<file path="src/rtl/rps_pkg.sv">
package rps_pkg;
  typedef enum logic [1:0] {
    INS_MRU  = 2'd0,
    INS_SMRU = 2'd1,
    INS_SLRU = 2'd2,
    INS_LRU  = 2'd3
  } ins_pos_e;
endpackage

</file>
<file path="src/rtl/rps_region_queue.sv">
module rps_region_queue #(
  parameter int N_ENT = 4,
  parameter int BLK   = 16,
  parameter int REG_W = 12,
  parameter int AGE_W = 4,
  localparam int OFS_W = $clog2(BLK),
  localparam int IDX_W = $clog2(N_ENT)
) (
  input  logic                             clk,
  input  logic                             rst_n,
  input  logic                             alloc_en,
  input  logic [REG_W-1:0]                 alloc_region,
  input  logic [BLK-1:0]                   alloc_pend,
  input  logic [OFS_W-1:0]                 alloc_ofs,
  input  logic                             pf_clr_en,
  input  logic [IDX_W-1:0]                 pf_clr_idx,
  input  logic [OFS_W-1:0]                 pf_clr_ofs,
  input  logic                             tick,
  output logic [N_ENT-1:0][BLK-1:0]        ent_pend,
  output logic [N_ENT-1:0][REG_W-1:0]      ent_region,
  output logic [N_ENT-1:0][AGE_W-1:0]      ent_age
);
  localparam logic [AGE_W-1:0] AGE_MAX = '1;

  logic [N_ENT-1:0][BLK-1:0]   pend_q;
  logic [N_ENT-1:0][REG_W-1:0] region_q;
  logic [N_ENT-1:0][AGE_W-1:0] age_q;

  logic             hit_found, free_found;
  logic [IDX_W-1:0] hit_idx, free_idx, vic_idx, tgt_idx;
  logic [OFS_W:0]   vic_cnt;
  logic [BLK-1:0]   miss_mask;
  logic             dup_flag;

  function automatic logic [OFS_W:0] popcnt(input logic [BLK-1:0] v);
    logic [OFS_W:0] c;
    c = '0;
    for (int i = 0; i < BLK; i++) c = c + {{OFS_W{1'b0}}, v[i]};
    return c;
  endfunction

  // target entry: existing region, else lowest free, else fewest pending
  always_comb begin
    hit_found  = 1'b0;
    hit_idx    = '0;
    free_found = 1'b0;
    free_idx   = '0;
    vic_idx    = '0;
    vic_cnt    = '1;
    for (int e = 0; e < N_ENT; e++) begin
      if (!hit_found && (|pend_q[e]) && region_q[e] == alloc_region) begin
        hit_found = 1'b1;
        hit_idx   = IDX_W'(e);
      end
      if (!free_found && pend_q[e] == '0) begin
        free_found = 1'b1;
        free_idx   = IDX_W'(e);
      end
      if (popcnt(pend_q[e]) < vic_cnt) begin
        vic_cnt = popcnt(pend_q[e]);
        vic_idx = IDX_W'(e);
      end
    end
    tgt_idx   = hit_found ? hit_idx : (free_found ? free_idx : vic_idx);
    miss_mask = ~(BLK'(1) << alloc_ofs);
  end

  always_ff @(posedge clk) begin
    if (!rst_n) begin
      pend_q   <= '0;
      region_q <= '0;
      age_q    <= '0;
    end else begin
      for (int e = 0; e < N_ENT; e++) begin
        if (alloc_en && tgt_idx == IDX_W'(e)) begin
          age_q[e] <= '0;
          if (hit_found) begin
            pend_q[e] <= pend_q[e] & miss_mask;
          end else begin
            pend_q[e]   <= alloc_pend & miss_mask;
            region_q[e] <= alloc_region;
          end
        end else begin
          if (tick && age_q[e] != AGE_MAX) age_q[e] <= age_q[e] + 1'b1;
          if (pf_clr_en && pf_clr_idx == IDX_W'(e)) pend_q[e][pf_clr_ofs] <= 1'b0;
        end
      end
    end
  end

  assign ent_pend   = pend_q;
  assign ent_region = region_q;
  assign ent_age    = age_q;

  always_comb begin
    dup_flag = 1'b0;
    for (int a = 0; a < N_ENT; a++)
      for (int b = a + 1; b < N_ENT; b++)
        if ((|pend_q[a]) && (|pend_q[b]) && region_q[a] == region_q[b]) dup_flag = 1'b1;
  end

  AST_NO_DUP_REGION: assert property (@(posedge clk) disable iff (!rst_n) !dup_flag);

  for (genvar g = 0; g < N_ENT; g++) begin : g_ent_chk
    AST_AGE_RESET: assert property (@(posedge clk) disable iff (!rst_n)
      (alloc_en && tgt_idx == IDX_W'(g)) |=> (age_q[g] == '0));
    AST_PF_CLEARS: assert property (@(posedge clk) disable iff (!rst_n)
      (pf_clr_en && pf_clr_idx == IDX_W'(g)) |=> !pend_q[g][$past(pf_clr_ofs)]);
  end
endmodule

</file>
<file path="src/rtl/rps_prioritizer.sv">
module rps_prioritizer #(
  parameter int N_ENT    = 4,
  parameter int BLK      = 16,
  parameter int REG_W    = 12,
  parameter int AGE_W    = 4,
  parameter int N_BANKS  = 4,
  parameter int BANK_LSB = 0,
  localparam int OFS_W  = $clog2(BLK),
  localparam int IDX_W  = $clog2(N_ENT),
  localparam int BANK_W = $clog2(N_BANKS),
  localparam int ADDR_W = REG_W + OFS_W
) (
  input  logic                        clk,
  input  logic                        rst_n,
  input  logic [N_ENT-1:0][BLK-1:0]   ent_pend,
  input  logic [N_ENT-1:0][REG_W-1:0] ent_region,
  input  logic [N_ENT-1:0][AGE_W-1:0] ent_age,
  input  logic [N_BANKS-1:0]          bank_ready,
  output logic                        cand_valid,
  output logic [IDX_W-1:0]            cand_idx,
  output logic [OFS_W-1:0]            cand_ofs
);
  logic [N_ENT-1:0][BLK-1:0] elig;
  logic [AGE_W-1:0]          best_age;

  function automatic logic [BANK_W-1:0] bank_of(input logic [REG_W-1:0] r, input int b);
    logic [ADDR_W-1:0] full;
    full = {r, OFS_W'(b)};
    return full[BANK_LSB +: BANK_W];
  endfunction

  always_comb begin
    for (int e = 0; e < N_ENT; e++)
      for (int b = 0; b < BLK; b++)
        elig[e][b] = ent_pend[e][b] & bank_ready[bank_of(ent_region[e], b)];
  end

  // oldest eligible entry, strict compare keeps the lowest index on a tie
  always_comb begin
    cand_valid = 1'b0;
    cand_idx   = '0;
    best_age   = '0;
    cand_ofs   = '0;
    for (int e = 0; e < N_ENT; e++) begin
      if ((|elig[e]) && (!cand_valid || ent_age[e] > best_age)) begin
        cand_valid = 1'b1;
        cand_idx   = IDX_W'(e);
        best_age   = ent_age[e];
      end
    end
    for (int b = BLK - 1; b >= 0; b--)
      if (elig[cand_idx][b]) cand_ofs = OFS_W'(b);
  end

  AST_PICK_READY: assert property (@(posedge clk) disable iff (!rst_n)
    cand_valid |-> (ent_pend[cand_idx][cand_ofs] &&
                    bank_ready[bank_of(ent_region[cand_idx], int'(cand_ofs))]));
endmodule

</file>
<file path="src/rtl/rps_arbiter.sv">
module rps_arbiter
  import rps_pkg::*;
#(
  parameter int ADDR_W = 16
) (
  input  logic              clk,
  input  logic              rst_n,
  input  logic              miss_valid,
  input  logic [ADDR_W-1:0] miss_addr,
  input  logic              chan_idle,
  input  logic              cand_valid,
  input  logic [ADDR_W-1:0] cand_addr,
  input  logic              req_ready,
  output logic              miss_ready,
  output logic              dem_issue,
  output logic              pf_issue,
  output logic              req_valid,
  output logic [ADDR_W-1:0] req_addr,
  output logic              req_pref,
  output logic [1:0]        req_ins
);
  logic              valid_q, pref_q;
  logic [ADDR_W-1:0] addr_q;
  ins_pos_e          ins_q;
  logic              slot_free;

  assign slot_free  = !valid_q || req_ready;
  assign dem_issue  = slot_free && miss_valid;
  assign pf_issue   = slot_free && !miss_valid && chan_idle && cand_valid;
  assign miss_ready = slot_free;

  always_ff @(posedge clk) begin
    if (!rst_n) begin
      valid_q <= 1'b0;
      pref_q  <= 1'b0;
      addr_q  <= '0;
      ins_q   <= INS_MRU;
    end else if (dem_issue) begin
      valid_q <= 1'b1;
      pref_q  <= 1'b0;
      addr_q  <= miss_addr;
      ins_q   <= INS_MRU;
    end else if (pf_issue) begin
      valid_q <= 1'b1;
      pref_q  <= 1'b1;
      addr_q  <= cand_addr;
      ins_q   <= INS_LRU;
    end else if (req_ready) begin
      valid_q <= 1'b0;
    end
  end

  assign req_valid = valid_q;
  assign req_addr  = addr_q;
  assign req_pref  = pref_q;
  assign req_ins   = ins_q;

  AST_HOLD_STABLE: assert property (@(posedge clk) disable iff (!rst_n)
    (req_valid && !req_ready) |=> (req_valid && $stable(req_addr) && $stable(req_pref) && $stable(req_ins)));
  AST_DEMAND_FIRST: assert property (@(posedge clk) disable iff (!rst_n)
    (miss_valid && miss_ready) |=> (req_valid && !req_pref && req_addr == $past(miss_addr)));
  AST_PF_IDLE_ONLY: assert property (@(posedge clk) disable iff (!rst_n)
    (miss_ready && !miss_valid && !chan_idle) |=> !req_valid);
  AST_INS_CODE: assert property (@(posedge clk) disable iff (!rst_n)
    req_valid |-> (req_pref ? (req_ins == 2'd3) : (req_ins == 2'd0)));
endmodule

</file>
<file path="src/rtl/rps_scheduler.sv">
module rps_scheduler #(
  parameter int ADDR_W   = 16,
  parameter int N_ENT    = 4,
  parameter int BLK      = 16,
  parameter int AGE_W    = 4,
  parameter int N_BANKS  = 4,
  parameter int BANK_LSB = 0
) (
  input  logic               clk,
  input  logic               rst_n,
  input  logic               miss_valid,
  output logic               miss_ready,
  input  logic [ADDR_W-1:0]  miss_addr,
  input  logic [BLK-1:0]     miss_present,
  input  logic [N_BANKS-1:0] bank_ready,
  input  logic               chan_idle,
  output logic               req_valid,
  input  logic               req_ready,
  output logic [ADDR_W-1:0]  req_addr,
  output logic               req_pref,
  output logic [1:0]         req_ins
);
  localparam int OFS_W = $clog2(BLK);
  localparam int REG_W = ADDR_W - OFS_W;
  localparam int IDX_W = $clog2(N_ENT);

  logic [N_ENT-1:0][BLK-1:0]   ent_pend;
  logic [N_ENT-1:0][REG_W-1:0] ent_region;
  logic [N_ENT-1:0][AGE_W-1:0] ent_age;
  logic                        cand_valid;
  logic [IDX_W-1:0]            cand_idx;
  logic [OFS_W-1:0]            cand_ofs;
  logic [ADDR_W-1:0]           cand_addr;
  logic                        dem_issue, pf_issue;

  assign cand_addr = {ent_region[cand_idx], cand_ofs};

  rps_region_queue #(
    .N_ENT(N_ENT), .BLK(BLK), .REG_W(REG_W), .AGE_W(AGE_W)
  ) u_queue (
    .clk          (clk),
    .rst_n        (rst_n),
    .alloc_en     (dem_issue),
    .alloc_region (miss_addr[ADDR_W-1:OFS_W]),
    .alloc_pend   (~miss_present),
    .alloc_ofs    (miss_addr[OFS_W-1:0]),
    .pf_clr_en    (pf_issue),
    .pf_clr_idx   (cand_idx),
    .pf_clr_ofs   (cand_ofs),
    .tick         (dem_issue | pf_issue),
    .ent_pend     (ent_pend),
    .ent_region   (ent_region),
    .ent_age      (ent_age)
  );

  rps_prioritizer #(
    .N_ENT(N_ENT), .BLK(BLK), .REG_W(REG_W), .AGE_W(AGE_W),
    .N_BANKS(N_BANKS), .BANK_LSB(BANK_LSB)
  ) u_prio (
    .clk        (clk),
    .rst_n      (rst_n),
    .ent_pend   (ent_pend),
    .ent_region (ent_region),
    .ent_age    (ent_age),
    .bank_ready (bank_ready),
    .cand_valid (cand_valid),
    .cand_idx   (cand_idx),
    .cand_ofs   (cand_ofs)
  );

  rps_arbiter #(
    .ADDR_W(ADDR_W)
  ) u_arb (
    .clk        (clk),
    .rst_n      (rst_n),
    .miss_valid (miss_valid),
    .miss_addr  (miss_addr),
    .chan_idle  (chan_idle),
    .cand_valid (cand_valid),
    .cand_addr  (cand_addr),
    .req_ready  (req_ready),
    .miss_ready (miss_ready),
    .dem_issue  (dem_issue),
    .pf_issue   (pf_issue),
    .req_valid  (req_valid),
    .req_addr   (req_addr),
    .req_pref   (req_pref),
    .req_ins    (req_ins)
  );
endmodule

</file>
<file path="config.mk">
export PLATFORM = sky130hd
export DESIGN_NAME = rps_scheduler
export DESIGN_NICKNAME = d
export VERILOG_FILES = /design/src/rtl/rps_pkg.sv /design/src/rtl/rps_region_queue.sv /design/src/rtl/rps_prioritizer.sv /design/src/rtl/rps_arbiter.sv /design/src/rtl/rps_scheduler.sv
export SDC_FILE = /design/constraint.sdc
export NUM_CORES = 1
export LEC_CHECK = 0
export BUFFER_PORTS_ARGS = -buffer_cell sky130_fd_sc_hd__clkbuf_2
export CAP_MARGIN = 0
export CORE_MARGIN = 2
export CORE_UTILIZATION = 40
export CTS_CLUSTER_DIAMETER = 200
export DETAILED_ROUTE_END_ITERATION = 8
export SLEW_MARGIN = 15
export SYNTH_ARGS = -nofsm -noshare
export SYNTH_HDL_FRONTEND = slang
export SYNTH_HIERARCHICAL = 1
export SYNTH_SLANG_ARGS = --single-unit
export TNS_END_PERCENT = 30
</file>
<file path="constraint.sdc">
create_clock -name clk -period 9 [get_ports clk]
set_input_delay 0.9 -clock clk [delete_from_list [all_inputs] [get_ports clk]]
set_output_delay 0.9 -clock clk [all_outputs]
set_load 0.02 [all_outputs]
</file>
# Yosys cells after proc, flatten, opt, wreduce, memory -nomap -nowiden
# Index checks and enable logic that the tools add are counted.
# W data, S select, Z words.
# totals
ff_bits	147
wordCells	329
output_inout_bits	21
# op_classes
shifts	1
reduce_logical	74
eq_ne	14
bitwise_logic	79
n_addsub	64
order_cmp	10
muxes	71
# op_table
cell	n
$add A5 B1 Y5	56
$mux W16	15
$and A16 B16 Y16	9
$reduce_or A16 Y1	8
$mux W4	19
$and A1 B1 Y1	64
$logic_not A16 Y1	4
$eq A12 B12 Y1	4
$not A16 Y16	3
$bmux W16 S2	1
$logic_and A1 B1 Y1	30
$bmux W12 S2	1
$mux W1	20
$mux W2	10
$add A4 B1 Y4 const B	4
$ne A4 B4 Y1 const B	4
$shl A1 B4 Y16 const A	1
$lt A5 B5 Y1	3
$mux W5	3
$gt A4 B4 Y1	3
$mux W12	1
$logic_not A1 Y1	11
$reduce_bool A2 Y1	5
$reduce_or A2 Y1	5
14 further kinds	29

# Logic depth before layout (Yosys ltp)
# logic_depth
ltp_word	41
depth_mapped	40

# Cells and area by module
# Netlist, hierarchy kept.
# by_module_without_submodules
mod	instances	area_each_um2	seq_area_each_um2	cells_each
rps_region_queue	1	9191.3	2562.5	1094
rps_prioritizer	1	1591.5	0.0	220
rps_arbiter	1	850.8	360.3	74
rps_scheduler	1	360.3	0.0	31

# Worst setup path before layout
# No wires, ideal clock.
# synth_timing
path_kind	reg-to-reg
from	register u_queue.pend_q, in the netlist u_queue/ent_pend[0]
to	register u_queue.pend_q, in the netlist u_queue/ent_pend[32]
arrival_time_ps	8106
setup_ps	121
n_path_buf	1
path_stages_with_launch	33
period_less_slack_ps	8226
path_slack_ps	774
cell_sequence	dfxtp_1 > inv_1 > fa_1 > fa_1 > fa_1 > fa_1 > inv_1 > ha_1 > inv_1 > fa_1 > xor2_1 > ha_1 > nand2_1 > o21a_1 > a41oi_1 > o311ai_4 > o21a_1 > ha_1 > a21o_1 > a21o_1 > a211oi_1 > a21oi_1 > mux2_2 > ha_1 > a21o_1 > a21o_1 > a211oi_1 > o21bai_1 > o311ai_4 > nand3_2 > nor2b_1 > buf_2 > mux2_2
# synth_between
elab_chain_len	41
elab_cells_between_ends	117
# synth_rtl
element	line_no	text
from (decl)	rps_region_queue.sv:25	logic [N_ENT-1:0][BLK-1:0] pend_q;
from (signal, indexed assignment)	rps_region_queue.sv:78	pend_q[e] <= pend_q[e] & miss_mask;
from (signal, indexed assignment)	rps_region_queue.sv:80	pend_q[e] <= alloc_pend & miss_mask;
parallel branches: the longest is 41 deep, another holds $add A5 B1 Y5	-	
# Parallel ways; which one is timed is not known. The select of a mux whose other input is x is not followed.
# A chain may end at the register's enable or synchronous reset.

# Worst setup path after layout
# layout_timing
from	register u_queue.pend_q, in the netlist u_queue/ent_pend[16]
to	register u_queue.pend_q, in the netlist u_queue/ent_pend[30]
# layout_between
elab_chain_len	38
elab_cells_between_ends	105
# layout_rtl
element
parallel branches: the longest is 38 deep, another holds $add A5 B1 Y5
# Parallel ways; which one is timed is not known. The select of a mux whose other input is x is not followed.

==> impl_results.rst <==
.. list-table::
   :header-rows: 1

   * - Metric
     - Value
   * - Slowest stage cell on the critical path
     - sky130_fd_sc_hd__fa_1
   * - Placer's final routability congestion estimate
     - 1.00
   * - Number of max-slew violations in the final report
     - 0
   * - Row count
     - 63
   * - Die Wd
     - 177 microns
   * - Inserted Clock Buffers
     - 17
   * - Endpoint class of the critical path
     - flop
   * - Net count after synthesis
     - 1,551
   * - Post-synth top flop
     - sky130_fd_sc_hd__dfxtp_1
   * - Diode insertion count for antenna repair
     - 0
   * - Post-synthesis average cell area
     - 8.45 sq um
   * - Area enclosed by the die boundary
     - 0.0314 sq mm
   * - Vias after detailed routing
     - 11,200
   * - Synth Warn #
     - 6
   * - Global-route total usage across every layer
     - 0.263
   * - Commonest cells after routing, fill and taps aside
     - sky130_fd_sc_hd__nand2_1 (156), sky130_fd_sc_hd__dfxtp_1 (146), sky130_fd_sc_hd__a21oi_1 (142)
   * - Maximum root-to-sink buffer count
     - 2
   * - Final period utilization
     - 0.968
   * - HPWL reported at the end of detailed placement
     - 30.8 mm
   * - Sequential-to-total area share from yosys stat
     - 0.244
   * - Post-layout utilization of the core
     - 0.456
   * - Pin count of the biggest net entering global routing
     - 98
   * - Final period demand of the worst path
     - 8.72 ns
   * - Worst-Skew Late Latency
     - 0.44 ns
   * - Critical path data required time
     - 9.33 ns
   * - Residual DRC
     - 0
   * - Maximum operating frequency
     - 115 MHz
   * - Final net count
     - 1,608
   * - Number of flip-flops and latches in the synthesized netlist
     - 146
   * - CTS tree
     - yes
   * - Setup skew after layout
     - 0.0137 ns
   * - Actual slew at the worst max-slew pin
     - 1.06 ns
   * - Wire length of the first global-routing pass
     - 62.5 mm
   * - Worst min-delay path category
     - reg2reg
   * - Cell area after layout
     - 0.0135 sq mm
   * - Commonest non-fill, non-tap cell in the layout
     - sky130_fd_sc_hd__nand2_1
   * - Setup tns final
     - 0 ns
   * - Signed area change from the synthesized netlist to the final layout
     - 12.4%
   * - Top fanout value on the critical path
     - 30
   * - Number of antenna violations at the first check in global routing
     - 0
   * - Post-CTS Hold Buffers
     - 0
   * - First-iteration detailed-routing DRC count
     - 1,111
   * - Initial DRT Pass Iterations
     - 6
   * - Number of buffers added on ports
     - 61
   * - Detail Route Antenna Nets
     - 0
   * - Fraction of synthesis flops using an asynchronous set or reset pin
     - 0
   * - Total core area
     - 0.0296 sq mm
   * - Drt via density
     - 5.95
   * - Fill cell total of the finished layout
     - 2,940
   * - Buffering stage count on the worst path with inverters included
     - 5
   * - Max-capacitance violation count
     - 0
   * - Count of H-tree levels built during CTS
     - 4
   * - Family with the most delay on the worst path
     - adder cells
   * - Share of post-route cells with drive strength above 1
     - 0.178
   * - Overflow left after global routing
     - 0
   * - CTS clock-pin slew for the worst setup and hold paths
     - 0.06 ns
   * - Status
     - completed
   * - Critical path arrival
     - 9.05 ns
   * - Setup-violating endpoint count in the final report
     - 0
   * - Crit path largest cell delay
     - 0.56 ns
   * - Number of flops mapped to enable cells by yosys
     - 0
   * - Hold Violations, Final
     - 0
   * - Num ports
     - 62
   * - Sinks on the clock net
     - 146
   * - Final routed wirelength across all metal layers
     - 41.2 mm
   * - Critical Setup Path Class
     - reg2reg
   * - Number of global-route vias before repair
     - 10,800
   * - Clock root cell
     - sky130_fd_sc_hd__clkbuf_16
   * - Setup crit start kind
     - flop
   * - Area of placed instances
     - 0.0128 sq mm
   * - Max-slew headroom
     - 0.289
   * - Effective utilization at floorplan
     - 0.406
   * - Post-synth cell types
     - 92
   * - Height of the chip
     - 177 microns
   * - Drt wl/cell
     - 21.9 microns
   * - Syn Std Cell Area
     - 0.0120 sq mm
   * - Synthesized netlist cell count
     - 1,419
-- flip-flops by register name (all words and copies together) (netlist names) --
signal              count
u_arb/req_ins           1
u_queue/ent_pend       64
u_queue/ent_region     48
u_arb/req_valid         1
u_queue/ent_age        16
u_arb/req_addr         16
-- synth_stat cells, drive strengths merged, types with 17 or more instances --
cell    number  area, sq um
o21ai       63          319
ha          51          638
xor2        44          385
xnor2       18          158
nand2      158          601
a21oi      144          721
dfxtp      146         2920
nor2        90          353
mux2        54          608
o41ai       21          233
clkbuf      49          184
o221a       17          191
fa          40          801
nor4        21          161
buf         36          258
inv        119          447
nand3       32          165
mux2i       69          691
and3        23          144
-- per-layer routing --
layer	up-vias	GRT usage	wire length, microns
li1	5174	-	-
met1	5364	0.332	17000
met2	536	0.433	19200
met3	110	0.0496	3100
met4	0	0.119	1850
met5	-	0	0
-- path summary, 6_finish.rpt --
check,to,start,slack [ns],cells past startpoint
setup / recovery,u_queue/ent_pend[30],u_queue/ent_pend[16],0.28,33
hold / removal,u_queue/ent_region[18],u_queue/ent_region[18],0.49,2
hold reg to reg,u_queue/ent_region[18],u_queue/ent_region[18],0.49,2
setup reg to reg,u_queue/ent_pend[30],u_queue/ent_pend[16],0.28,33
-- area by class of cell --
cell class	instances	area [sq um]	area share
clock inverters	11	153	0.0113
multi-input cells	1068	8220	0.610
flip-flops and latches	146	2920	0.217
well taps	390	488	0.0362
repair buffers	123	785	0.0582
inverters	120	464	0.0344
clock buffers	21	450	0.0334
-- cells by family after synthesis --
family          share of synthesized area
flops                               0.244
mux                                 0.131
fa+ha+maj                           0.120
compound gates                      0.197
xor+xnor                           0.0453
buf+inv                            0.0755
simple gates                        0.187
-- timing repair --
| item | 4_1_cts | 5_1_grt |
|---|---|---|
| gates resized for setup | 0 | 14 |
| buffers inserted | 0 | 3 |
| endpoints found under the setup margin | 0 | 104 |
-- per-stage QoR --
stage	std cells	worst slack [ns]	hold slack (ns)
after detailed placement	1843	0.146	0.474
final	1879	0.284	0.488
after global placement	1843	0.291	0.470
after floorplan	1419	0.774	0.455
after CTS	1875	0.121	0.487
after global routing	1879	-0.0163	0.511
-- worst register-to-register path, delay by kind of cell, from the launching register on --
| family | cells | cell delay, ns |
|---|---|---|
| compound gates | 14 | 2.91 |
| xor+xnor | 1 | 0.18 |
| fa+ha+maj | 9 | 3.68 |
| buf+inv | 5 | 0.67 |
| flops | 1 | 0.38 |
| mux | 1 | 0.36 |
| simple gates | 3 | 0.42 |
Power is not shown: default switching activity piles up to over one toggle a cycle in this logic, so the estimate is an artifact.
